**src/rtl/seq_pkg.sv**
```systemverilog
package seq_pkg;

    typedef enum logic [2:0] {
        ST_IDLE,
        ST_PUSH_HI,
        ST_PUSH_LO,
        ST_PUSH_P,
        ST_VEC_LO,
        ST_VEC_HI,
        ST_FINISH
    } seq_state_t;

    typedef enum logic [2:0] {
        EV_NONE,
        EV_RESET,
        EV_LATE,
        EV_NMI,
        EV_IRQ
    } seq_event_t;

    localparam logic [15:0] VEC_NMI    = 16'hFFFA;
    localparam logic [15:0] VEC_RST    = 16'hFFFC;
    localparam logic [15:0] VEC_IRQ    = 16'hFFFE;
    localparam logic [7:0]  STACK_PAGE = 8'h01;
    localparam int          FLAG_I     = 2;
    localparam int          FLAG_B     = 4;
    localparam int          FLAG_U     = 5;

endpackage

```
**src/rtl/seq_pend.sv**
```systemverilog
module seq_pend #(
    parameter int IRQ_W = 4
) (
    input  logic             clk,
    input  logic             rst_n,
    input  logic             rst_req_set,
    input  logic             nmi_set,
    input  logic             nmi_late_set,
    input  logic             dbg_irq_set,
    input  logic [IRQ_W-1:0] irq_set,
    input  logic [IRQ_W-1:0] irq_clr,
    input  logic             clr_reset,
    input  logic             late_to_nmi,
    input  logic             clr_nmi,
    input  logic             clr_dbg,
    output logic             rst_pend,
    output logic             late_pend,
    output logic             nmi_pend,
    output logic             dbg_pend,
    output logic [IRQ_W-1:0] irq_pend
);

    // reset is pending out of power-up
    always_ff @(posedge clk or negedge rst_n) begin
        if (!rst_n)            rst_pend <= 1'b1;
        else if (rst_req_set)  rst_pend <= 1'b1;
        else if (clr_reset)    rst_pend <= 1'b0;
    end

    always_ff @(posedge clk or negedge rst_n) begin
        if (!rst_n)            late_pend <= 1'b0;
        else if (nmi_late_set) late_pend <= 1'b1;
        else if (late_to_nmi)  late_pend <= 1'b0;
    end

    always_ff @(posedge clk or negedge rst_n) begin
        if (!rst_n)                      nmi_pend <= 1'b0;
        else if (nmi_set || late_to_nmi) nmi_pend <= 1'b1;
        else if (clr_nmi)                nmi_pend <= 1'b0;
    end

    always_ff @(posedge clk or negedge rst_n) begin
        if (!rst_n)           dbg_pend <= 1'b0;
        else if (dbg_irq_set) dbg_pend <= 1'b1;
        else if (clr_dbg)     dbg_pend <= 1'b0;
    end

    for (genvar g = 0; g < IRQ_W; g++) begin : g_src
        always_ff @(posedge clk or negedge rst_n) begin
            if (!rst_n)          irq_pend[g] <= 1'b0;
            else if (irq_set[g]) irq_pend[g] <= 1'b1;
            else if (irq_clr[g]) irq_pend[g] <= 1'b0;
        end
    end

endmodule

```
**src/rtl/seq_arb.sv**
```systemverilog
module seq_arb
    import seq_pkg::*;
#(
    parameter int IRQ_W = 4
) (
    input  logic             rst_pend,
    input  logic             late_pend,
    input  logic             nmi_pend,
    input  logic             dbg_pend,
    input  logic [IRQ_W-1:0] irq_pend,
    input  logic             i_prev,
    input  logic             jammed,
    output seq_event_t       ev
);

    logic any_irq;
    assign any_irq = (|irq_pend) || dbg_pend;

    always_comb begin
        ev = EV_NONE;
        if (rst_pend)
            ev = EV_RESET;
        else if (late_pend)
            ev = EV_LATE;
        else if (nmi_pend)
            ev = jammed ? EV_NONE : EV_NMI;
        else if (any_irq && !i_prev && !jammed)
            ev = EV_IRQ;
    end

endmodule

```
**src/rtl/seq_fsm.sv**
```systemverilog
module seq_fsm
    import seq_pkg::*;
#(
    parameter int CYC_W      = 4,
    parameter int SVC_CYCLES = 7
) (
    input  logic             clk,
    input  logic             rst_n,
    input  logic             bnd_req,
    input  seq_event_t       ev,
    input  logic [15:0]      pc_in,
    input  logic [7:0]       sp_in,
    input  logic [7:0]       p_in,
    input  logic [7:0]       mem_rdata,
    output logic             accept,
    output logic [15:0]      mem_addr,
    output logic             mem_rd,
    output logic             mem_wr,
    output logic [7:0]       mem_wdata,
    output logic             stall,
    output logic             done,
    output logic             pc_load,
    output logic [15:0]      pc_out,
    output logic             sp_load,
    output logic [7:0]       sp_out,
    output logic             p_load,
    output logic [7:0]       p_out,
    output logic             jam_clr,
    output logic             cyc_valid,
    output logic [CYC_W-1:0] cyc_add
);

    seq_state_t state, nxt;
    seq_event_t kind;
    logic [15:0] pc_q;
    logic [7:0]  sp_q, p_q, vec_lo, vec_hi;
    logic [15:0] vec_base;
    logic        is_int;

    assign accept = (state == ST_IDLE) && bnd_req;
    assign is_int = (kind == EV_NMI) || (kind == EV_IRQ);

    always_comb begin
        unique case (kind)
            EV_RESET: vec_base = VEC_RST;
            EV_NMI:   vec_base = VEC_NMI;
            default:  vec_base = VEC_IRQ;
        endcase
    end

    // state register
    always_ff @(posedge clk or negedge rst_n) begin
        if (!rst_n) state <= ST_IDLE;
        else        state <= nxt;
    end

    always_comb begin
        nxt = state;
        unique case (state)
            ST_IDLE: begin
                if (bnd_req) begin
                    if (ev == EV_NMI || ev == EV_IRQ) nxt = ST_PUSH_HI;
                    else if (ev == EV_RESET)          nxt = ST_VEC_LO;
                    else                              nxt = ST_FINISH;
                end
            end
            ST_PUSH_HI: nxt = ST_PUSH_LO;
            ST_PUSH_LO: nxt = ST_PUSH_P;
            ST_PUSH_P:  nxt = ST_VEC_LO;
            ST_VEC_LO:  nxt = ST_VEC_HI;
            ST_VEC_HI:  nxt = ST_FINISH;
            ST_FINISH:  nxt = ST_IDLE;
            default:    nxt = ST_IDLE;
        endcase
    end

    // captured context and fetched vector
    always_ff @(posedge clk or negedge rst_n) begin
        if (!rst_n) begin
            kind   <= EV_NONE;
            pc_q   <= '0;
            sp_q   <= '0;
            p_q    <= '0;
            vec_lo <= '0;
            vec_hi <= '0;
        end else begin
            if (accept) begin
                kind <= ev;
                pc_q <= pc_in;
                sp_q <= sp_in;
                p_q  <= p_in;
            end
            if (state == ST_PUSH_HI || state == ST_PUSH_LO || state == ST_PUSH_P)
                sp_q <= sp_q - 8'd1;
            if (state == ST_VEC_LO) vec_lo <= mem_rdata;
            if (state == ST_VEC_HI) vec_hi <= mem_rdata;
        end
    end

    // outputs
    always_comb begin
        mem_addr  = '0;
        mem_rd    = 1'b0;
        mem_wr    = 1'b0;
        mem_wdata = '0;
        done      = 1'b0;
        pc_load   = 1'b0;
        sp_load   = 1'b0;
        p_load    = 1'b0;
        p_out     = '0;
        jam_clr   = 1'b0;
        cyc_valid = 1'b0;
        cyc_add   = '0;
        stall     = (state != ST_IDLE);
        pc_out    = {vec_hi, vec_lo};
        sp_out    = sp_q;
        unique case (state)
            ST_IDLE: ;
            ST_PUSH_HI: begin
                mem_wr    = 1'b1;
                mem_addr  = {STACK_PAGE, sp_q};
                mem_wdata = pc_q[15:8];
            end
            ST_PUSH_LO: begin
                mem_wr    = 1'b1;
                mem_addr  = {STACK_PAGE, sp_q};
                mem_wdata = pc_q[7:0];
            end
            ST_PUSH_P: begin
                mem_wr    = 1'b1;
                mem_addr  = {STACK_PAGE, sp_q};
                mem_wdata = p_q;
                mem_wdata[FLAG_B] = 1'b0;
                mem_wdata[FLAG_U] = 1'b1;
            end
            ST_VEC_LO: begin
                mem_rd   = 1'b1;
                mem_addr = vec_base;
            end
            ST_VEC_HI: begin
                mem_rd   = 1'b1;
                mem_addr = vec_base | 16'h0001;
            end
            ST_FINISH: begin
                done = 1'b1;
                if (kind == EV_RESET) begin
                    pc_load = 1'b1;
                    p_load  = 1'b1;
                    p_out   = 8'h00;
                    p_out[FLAG_I] = 1'b1;
                    jam_clr = 1'b1;
                end else if (is_int) begin
                    pc_load   = 1'b1;
                    sp_load   = 1'b1;
                    p_load    = 1'b1;
                    p_out     = p_q;
                    p_out[FLAG_I] = 1'b1;
                    cyc_valid = 1'b1;
                    cyc_add   = CYC_W'(SVC_CYCLES);
                end
            end
            default: ;
        endcase
    end

endmodule

```
**src/rtl/irq_rst_seq.sv**
```systemverilog
module irq_rst_seq
    import seq_pkg::*;
#(
    parameter int IRQ_W      = 4,
    parameter int CYC_W      = 4,
    parameter int SVC_CYCLES = 7
) (
    input  logic             clk,
    input  logic             rst_n,
    input  logic             bnd_req,
    input  logic             rst_req_set,
    input  logic             nmi_set,
    input  logic             nmi_late_set,
    input  logic             dbg_irq_set,
    input  logic [IRQ_W-1:0] irq_set,
    input  logic [IRQ_W-1:0] irq_clr,
    input  logic             i_prev,
    input  logic             jammed,
    input  logic [15:0]      pc_in,
    input  logic [7:0]       sp_in,
    input  logic [7:0]       p_in,
    input  logic [7:0]       mem_rdata,
    output logic [15:0]      mem_addr,
    output logic             mem_rd,
    output logic             mem_wr,
    output logic [7:0]       mem_wdata,
    output logic             stall,
    output logic             done,
    output logic             pc_load,
    output logic [15:0]      pc_out,
    output logic             sp_load,
    output logic [7:0]       sp_out,
    output logic             p_load,
    output logic [7:0]       p_out,
    output logic             jam_clr,
    output logic             cyc_valid,
    output logic [CYC_W-1:0] cyc_add
);

    logic             rst_pend, late_pend, nmi_pend, dbg_pend;
    logic [IRQ_W-1:0] irq_pend;
    seq_event_t       ev;
    logic             accept;

    seq_pend #(.IRQ_W(IRQ_W)) u_pend (
        .clk         (clk),
        .rst_n       (rst_n),
        .rst_req_set (rst_req_set),
        .nmi_set     (nmi_set),
        .nmi_late_set(nmi_late_set),
        .dbg_irq_set (dbg_irq_set),
        .irq_set     (irq_set),
        .irq_clr     (irq_clr),
        .clr_reset   (accept && ev == EV_RESET),
        .late_to_nmi (accept && ev == EV_LATE),
        .clr_nmi     (accept && ev == EV_NMI),
        .clr_dbg     (accept),
        .rst_pend    (rst_pend),
        .late_pend   (late_pend),
        .nmi_pend    (nmi_pend),
        .dbg_pend    (dbg_pend),
        .irq_pend    (irq_pend)
    );

    seq_arb #(.IRQ_W(IRQ_W)) u_arb (
        .rst_pend (rst_pend),
        .late_pend(late_pend),
        .nmi_pend (nmi_pend),
        .dbg_pend (dbg_pend),
        .irq_pend (irq_pend),
        .i_prev   (i_prev),
        .jammed   (jammed),
        .ev       (ev)
    );

    seq_fsm #(.CYC_W(CYC_W), .SVC_CYCLES(SVC_CYCLES)) u_fsm (
        .clk      (clk),
        .rst_n    (rst_n),
        .bnd_req  (bnd_req),
        .ev       (ev),
        .pc_in    (pc_in),
        .sp_in    (sp_in),
        .p_in     (p_in),
        .mem_rdata(mem_rdata),
        .accept   (accept),
        .mem_addr (mem_addr),
        .mem_rd   (mem_rd),
        .mem_wr   (mem_wr),
        .mem_wdata(mem_wdata),
        .stall    (stall),
        .done     (done),
        .pc_load  (pc_load),
        .pc_out   (pc_out),
        .sp_load  (sp_load),
        .sp_out   (sp_out),
        .p_load   (p_load),
        .p_out    (p_out),
        .jam_clr  (jam_clr),
        .cyc_valid(cyc_valid),
        .cyc_add  (cyc_add)
    );

endmodule

```
**config.mk**
```make
export PLATFORM = sky130hd
export DESIGN_NAME = irq_rst_seq
export DESIGN_NICKNAME = d
export VERILOG_FILES = /design/src/rtl/seq_pkg.sv /design/src/rtl/seq_pend.sv /design/src/rtl/seq_arb.sv /design/src/rtl/seq_fsm.sv /design/src/rtl/irq_rst_seq.sv
export SDC_FILE = /design/constraint.sdc
export NUM_CORES = 1
export LEC_CHECK = 0
export BUFFER_PORTS_ARGS = -buffer_cell sky130_fd_sc_hd__buf_2
export CELL_PAD_IN_SITES_DETAIL_PLACEMENT = 2
export CELL_PAD_IN_SITES_GLOBAL_PLACEMENT = 2
export CORE_ASPECT_RATIO = 1.5
export CORE_MARGIN = 3
export CORE_UTILIZATION = 30
export CTS_BUF_LIST = sky130_fd_sc_hd__clkbuf_8 sky130_fd_sc_hd__clkbuf_16
export DETAILED_ROUTE_END_ITERATION = 8
export HOLD_SLACK_MARGIN = 0.12
export MAX_ROUTING_LAYER = met4
export PLACE_DENSITY_LB_ADDON = 0.1
export SLEW_MARGIN = 20
export SYNTH_ARGS = -nofsm -noshare
export SYNTH_HDL_FRONTEND = slang
export SYNTH_SLANG_ARGS = --single-unit
```
**constraint.sdc**
```tcl
create_clock -name clk -period 4.7 [get_ports clk]
set_input_delay 0.94 -clock clk [delete_from_list [all_inputs] [get_ports clk]]
set_output_delay 0.94 -clock clk [all_outputs]
set_load 0.01 [all_outputs]
```
==> flow_metrics.env, run 1 <==
export IMPL_run_status="finished clean"
export IMPL_synth_compound_area_share_pct=10.7
export IMPL_insertion_delay_ps=330
export IMPL_cts_root_buf="clkbuf_16"
export IMPL_synth_fa_ha_area_share_pct=0.403
export IMPL_dp_cells=540
export IMPL_holdBufCountCts=0
export IMPL_first_global_vias=3112
export IMPL_ir_drop_mv=0.274
export IMPL_drive_gt1_share_pct=40.1
export IMPL_layoutNonFillerInstCount=556
export IMPL_routed_wl_um=9930
export IMPL_synth_fp_nets=385
export IMPL_r2r_start="u_fsm.state[2]"
export IMPL_synth_seq_cells=62
export IMPL_core_sq_um=9910
export IMPL_crit_path_start_kind="register"
export IMPL_cts_buffer_depth=2
export IMPL_worst_slack_ps=1240
export IMPL_fin_crit_sh_pct=73.6
export IMPL_final_core_util_pct=40.9
export IMPL_ys_flop_type="dfrtp_1"
export IMPL_syn_to_final_growth_pct=30.5
export IMPL_finalSetupTns_ps=0
export IMPL_reg2reg_depth=3
export IMPL_numCtsBuffers=9
export IMPL_post_cts_resize_count=0
export IMPL_maxCapViolations=0
export IMPL_viasPerCell=5.01
export IMPL_postRouteAntennaNets=0
export IMPL_grt_pass1_wl_um=15600
export IMPL_clkTransAtPathRegs_ps=50
export IMPL_post_drt_wl_per_cell_um=17.9
export IMPL_cts_setup_buffers=0
export IMPL_r2r_end="u_pend.nmi_pend"
export IMPL_track_usage_pct=18.4
export IMPL_die_w_um=89.1
export IMPL_slew_headroom_pct=43.4
export IMPL_endpoint="p_out[6]"
export IMPL_power_density_nw_per_um2=721
export IMPL_muxShareOfSynthArea_pct=9.02
export IMPL_grt_max_degree=39
export IMPL_clock_sinks=62
export IMPL_initial_core_util_pct=31.3
export IMPL_worstPathRequired_ps=3760
export IMPL_critPathLaunch="u_fsm.state[2]"
export IMPL_fmax_ghz=0.289
export IMPL_synth_edf_count=0
export IMPL_rsz0062_at_grt="no"
export IMPL_synthCells=327
export IMPL_io_buffers=124
export IMPL_finalNetCount=494
export IMPL_synth_xor_area_share_pct=0
export IMPL_min_period_ps=3460
export IMPL_cts_tree="built"
export IMPL_endpoint_kind="output pin"
export IMPL_place_gp_congestion=0.749
export IMPL_async_reset_ff_share_pct=100
export IMPL_hold_viol=0
export IMPL_crit_arrival_ps=2520
export IMPL_yosysUniqueCellTypes=50
export IMPL_worst_pin_slew_ps=850
export IMPL_synth_area_per_cell_sq_um=9.50
export IMPL_setup_viol=0
export IMPL_worst_r2r_setup_slack_ps=2210
export IMPL_synth_top_family_by_area="simple AND/OR/NAND/NOR gates"
export IMPL_antenna_found_initial=0
export IMPL_ys_seq_area_share_pct=50.0
export IMPL_die_y_um=131
export IMPL_slew_viol_final=0
export IMPL_synth_simple_gate_area_share_pct=22.5
export IMPL_die_area_sq_um=11600
export IMPL_hpwl_um=7270
export IMPL_hp_class="register to register"
export IMPL_antenna_cells=0
export IMPL_h_tree_depth=3
export IMPL_drt_initial_drc_count=121
export IMPL_synth_warnings=0
export IMPL_p_total_uw=2920
export IMPL_rows=44
export IMPL_path_max_fanout=23
export IMPL_dr_total_vias=2787
export IMPL_drc=0
export IMPL_ioPinCount=126
export IMPL_p_leak_uw=0.00211
export IMPL_crit_type="register to output pin"
export IMPL_netlist_area_sq_um=3110
export IMPL_pre_cts_ws_ps=1510
export IMPL_grt_overflow=0
export IMPL_dr_pass1_iters=4
export IMPL_fin_worst_skew_ps=5.33
## cell families (layout without fill, tap and decap cells)
kind of cell,Yosys count,count (layout)
buf+inv,43,157
other cells,1,1
flops,62,62
compound gates,46,46
fa+ha+maj,1,1
mux,25,25
simple gates,149,149
## routing by layer
layer | up-vias | wire (um) | global-route usage (%)
li1 | 1310 | - | -
met1 | 1384 | 3860 | 19.5
met2 | 84 | 5470 | 33.5
met3 | 9 | 429 | 3.45
met4 | 0 | 165 | 6.66
met5 | - | 0 | -
## sequential cells by signal, indices dropped and copies added (netlist names), 3 cells and up
register and flops:
u_fsm.vec_hi 8, u_fsm.sp_out 8, u_fsm.p_q 8, u_fsm.kind 3
u_fsm.pc_q 16, u_fsm.state 3, u_pend.irq_pend 4, u_fsm.vec_lo 8
## layout by cell type, fill, tap and decap left out, types with 3 or more instances in the layout
cell,synthesis,layout
o21ai_0,8,8
dfrtp_1,61,61
nand3_1,3,3
nor4_1,3,3
inv_1,12,13
a21o_1,6,6
and2_1,8,8
buf_4,13,5
nor3b_1,3,3
nor2b_1,4,4
mux2_2,24,24
a22oi_1,6,6
buf_2,11,124
clkbuf_16,0,9
a21oi_1,6,6
nor3_1,6,6
nor2_1,14,14
nand2b_1,4,4
nand3b_1,3,3
nand2_1,89,89
## where the power goes
| part | leakage [uW] | internal [uW] | total, uW | switching [uW] |
|---|---|---|---|---|
| clock network | 0.000157 | 461 | 704 | 243 |
| registers | 0.000735 | 769 | 1010 | 246 |
| logic | 0.00122 | 541 | 1200 | 663 |
| total | 0.00211 | 1770 | 2920 | 1150 |
## layout make-up
class	count	area, sq um
clock buffers	9	225
fillers	1114	5860
multi-input cells	222	1340
flip-flops and latches	62	1550
clock inverters	7	90.1
well taps	115	144
inverters	12	45.0
repair buffers	129	658
## synth_stat cells, types with 2 or more instances
library cell	n	share of area [%]
clkbuf_1	7	0.85
nor2_1	14	1.7
or3_1	2	0.40
nand3_1	3	0.48
buf_2	11	1.8
a21oi_1	6	0.97
nand3b_1	3	0.73
nand2b_1	4	0.81
and2_1	8	1.6
inv_1	12	1.5
buf_4	13	3.1
o211ai_1	2	0.48
a22oi_1	6	1.5
nor4_1	3	0.60
o31ai_1	2	0.48
a211oi_1	2	0.48
a21o_1	6	1.5
nor3b_1	3	0.73
o21ai_0	8	1.3
o221a_2	2	0.73
o31a_1	2	0.56
nor2b_1	4	0.81
dfrtp_1	61	49
nor3_1	6	0.97
mux2_2	24	8.7
nand2_1	89	11
## through the flow
| step | cell area, sq um | hold slack (ps) |
|---|---|---|
| after floorplan | 3110 | 437 |
| after global placement | 3740 | 455 |
| after detailed placement | 3740 | 464 |
| after CTS | 4050 | 480 |
| after global routing | 4050 | 490 |
| final | 4050 | 474 |
## worst min path at each step
stage,from,to,slack (ps),depth (start not counted)
after floorplan,u_fsm.p_q[4],u_fsm.p_q[4],440,2
after global placement,u_fsm.p_q[4],u_fsm.p_q[4],450,2
after detailed placement,u_pend.dbg_pend,u_pend.dbg_pend,460,1
after CTS,u_pend.irq_pend[1],u_pend.irq_pend[1],480,1
after global routing,u_pend.irq_pend[1],u_pend.irq_pend[1],490,1
final,u_fsm.p_q[2],u_fsm.p_q[2],470,2
## worst max-delay path: stages, from the launching register on
cell	delay, ps
dfrtp_1	810
nand3b_1	290
a21oi_1	730
and2_1	230
buf_2	130
(Power assumes the default switching activity.)
==> run 2, diff against run 1 <==
--- a/config.mk
+++ b/config.mk
@@ -10,7 +10,7 @@
 export CELL_PAD_IN_SITES_GLOBAL_PLACEMENT = 2
 export CORE_ASPECT_RATIO = 1.5
 export CORE_MARGIN = 3
-export CORE_UTILIZATION = 30
+export CORE_UTILIZATION = 25
 export CTS_BUF_LIST = sky130_fd_sc_hd__clkbuf_8 sky130_fd_sc_hd__clkbuf_16
 export DETAILED_ROUTE_END_ITERATION = 8
 export HOLD_SLACK_MARGIN = 0.12
==> constraint.sdc (replaced) <==
create_clock -name clk -period 2.8 [get_ports clk]
set_input_delay 0.56 -clock clk [delete_from_list [all_inputs] [get_ports clk]]
set_output_delay 0.56 -clock clk [all_outputs]
set_load 0.01 [all_outputs]
==> run 2 against run 1 <==
Hold slack got worse by 190 ps. Non-clock buffer count is 9 higher. Utilization down 6.3 points. Highest routed layer unchanged. Register-to-register slack got worse by 1400 ps. Die area grew 19%. Clock power grew 72%. Sequential power increased by 61%. Via count rose by 0.22%. Clock skew increased by 2.6 ps.
==> flow_metrics.env, run 2 (synthesis gave the netlist of run 1 again) <==
export IMPL_rsz0062_at_grt="no"
export IMPL_hold_viol=0
export IMPL_initial_core_util_pct=25.7
export IMPL_fin_worst_skew_ps=7.89
export IMPL_use_met3_pct=2.70
export IMPL_grt_pass1_wl_um=16200
export IMPL_cts_root_buf="clkbuf_16"
export IMPL_drive_gt1_share_pct=41.8
export IMPL_ioPinCount=126
export IMPL_use_met2_pct=28.5
export IMPL_h_tree_depth=3
export IMPL_p_leak_uw=0.00215
export IMPL_holdBufCountCts=0
export IMPL_first_global_vias=3162
export IMPL_dr_pass1_iters=4
export IMPL_cp_slowest_stage_delay_ps=480
export IMPL_track_usage_pct=15.2
export IMPL_finalSetupTns_ps=0
export IMPL_numCtsBuffers=9
export IMPL_finalNetCount=503
export IMPL_grt_util_met1_pct=16.1
export IMPL_cts_tree="built"
export IMPL_min_period_ps=2400
export IMPL_r2r_end="u_fsm.sp_out[5]"
export IMPL_slew_headroom_pct=51.0
export IMPL_antenna_found_initial=0
export IMPL_antenna_cells=0
export IMPL_worst_slack_ps=401
export IMPL_final_core_util_pct=34.6
export IMPL_hpwl_um=7500
export IMPL_pre_cts_ws_ps=461
export IMPL_final_common_cell="buf_2"
export IMPL_r2r_start="u_fsm.state[0]"
export IMPL_grt_overflow=0
export IMPL_path_delay_family="simple AND/OR/NAND/NOR gates"
export IMPL_clkTransAtPathRegs_ps=60
export IMPL_routed_wl_um=9980
export IMPL_clock_sinks=62
export IMPL_postRouteAntennaNets=0
export IMPL_power_density_nw_per_um2=1190
export IMPL_viasPerCell=4.63
export IMPL_layout_common_cells="124 x buf_2, 89 x nand2_1, 61 x dfrtp_1"
export IMPL_syn_to_final_growth_pct=34.5
export IMPL_worst_pin_slew_ps=736
export IMPL_reg2reg_depth=5
export IMPL_die_w_um=97
export IMPL_place_gp_congestion=0.781
export IMPL_drc=0
export IMPL_crit_type="register to output pin"
export IMPL_ir_drop_mv=0.379
export IMPL_crit_arrival_ps=1840
export IMPL_placed_cell_area_sq_um=3850
export IMPL_worstPathRequired_ps=2240
export IMPL_io_buffers=124
export IMPL_worstPathCellList="or3b_2 > a21oi_1 > buf_4 > and2_1 > buf_2"
export IMPL_crit_path_start_kind="register"
export IMPL_post_drt_wl_per_cell_um=16.5
export IMPL_run_status="finished clean"
export IMPL_maxCapViolations=0
export IMPL_regMostFlops="u_fsm.pc_q"
export IMPL_core_sq_um=12100
export IMPL_grt_max_degree=41
export IMPL_worst_r2r_setup_slack_ps=800
export IMPL_largest_reg_flops=16
export IMPL_setup_viol=0
export IMPL_crit_slowest_cell="or3b_2"
export IMPL_die_y_um=143
export IMPL_final_cell_area_sq_um=4180
export IMPL_whs_ps=282
export IMPL_fin_crit_sh_pct=85.7
export IMPL_fmax_ghz=0.417
export IMPL_path_buf_inv=2
export IMPL_insertion_delay_ps=320
export IMPL_drt_initial_drc_count=75
export IMPL_die_area_sq_um=13800
export IMPL_dr_total_vias=2793
export IMPL_path_max_fanout=12
export IMPL_cts_buffer_depth=2
export IMPL_slew_viol_final=0
export IMPL_rows=49
export IMPL_endpoint_kind="output pin"
export IMPL_busiest_layer="met2"
export IMPL_hp_class="input pin to async pin"
run 2: per-stage QoR:
stage                     instances  power, uW
after floorplan                 327       2970
after global placement          587       3770
after detailed placement        587       3850
after CTS                       603       5100
after global routing            603       5400
final                           603       4980
run 2: how the worst max path moves through the flow:
stage,from,endpoint,slack [ps],depth (start not counted)
2_1_floorplan,u_fsm.kind[0],p_out[0],610,3
3_3_place_gp,u_fsm.state[1],mem_wdata[1],550,5
3_5_place_dp,u_fsm.state[1],mem_wdata[6],460,5
4_1_cts,u_fsm.state[1],mem_wdata[7],100,5
5_1_grt,u_fsm.state[1],mem_wdata[7],190,5
6_report,u_fsm.kind[1],p_out[7],400,5
run 2: area by class of cell:
cell class	instances	area (sq um)
Clock buffer	9	225
Clock inverter	7	97.6
Fill cell	1397	7900
Inverter	12	45.0
Multi-Input combinational cell	222	1340
Sequential cell	62	1550
Tap cell	153	191
Timing Repair Buffer	138	726
run 2: power breakdown:
group          switching, uW  internal (uW)  leakage, uW
registers                340           1290     0.000735
logic                   1170            967      0.00126
clock network            425            782     0.000152
run 2: what timing repair did:
| item | in CTS | in global routing |
|---|---|---|
| hold endpoints to repair | 0 | 0 |
| resized for setup | 0 | 1 |
| setup endpoints to repair | 0 | 3 |
| setup buffers | 0 | 0 |
run 2: metal layers:
metal	routed length (um)	share of wire, %
met4	56	0.56
met3	373	3.7
met1	3960	40
met5	0	0
met2	5590	56
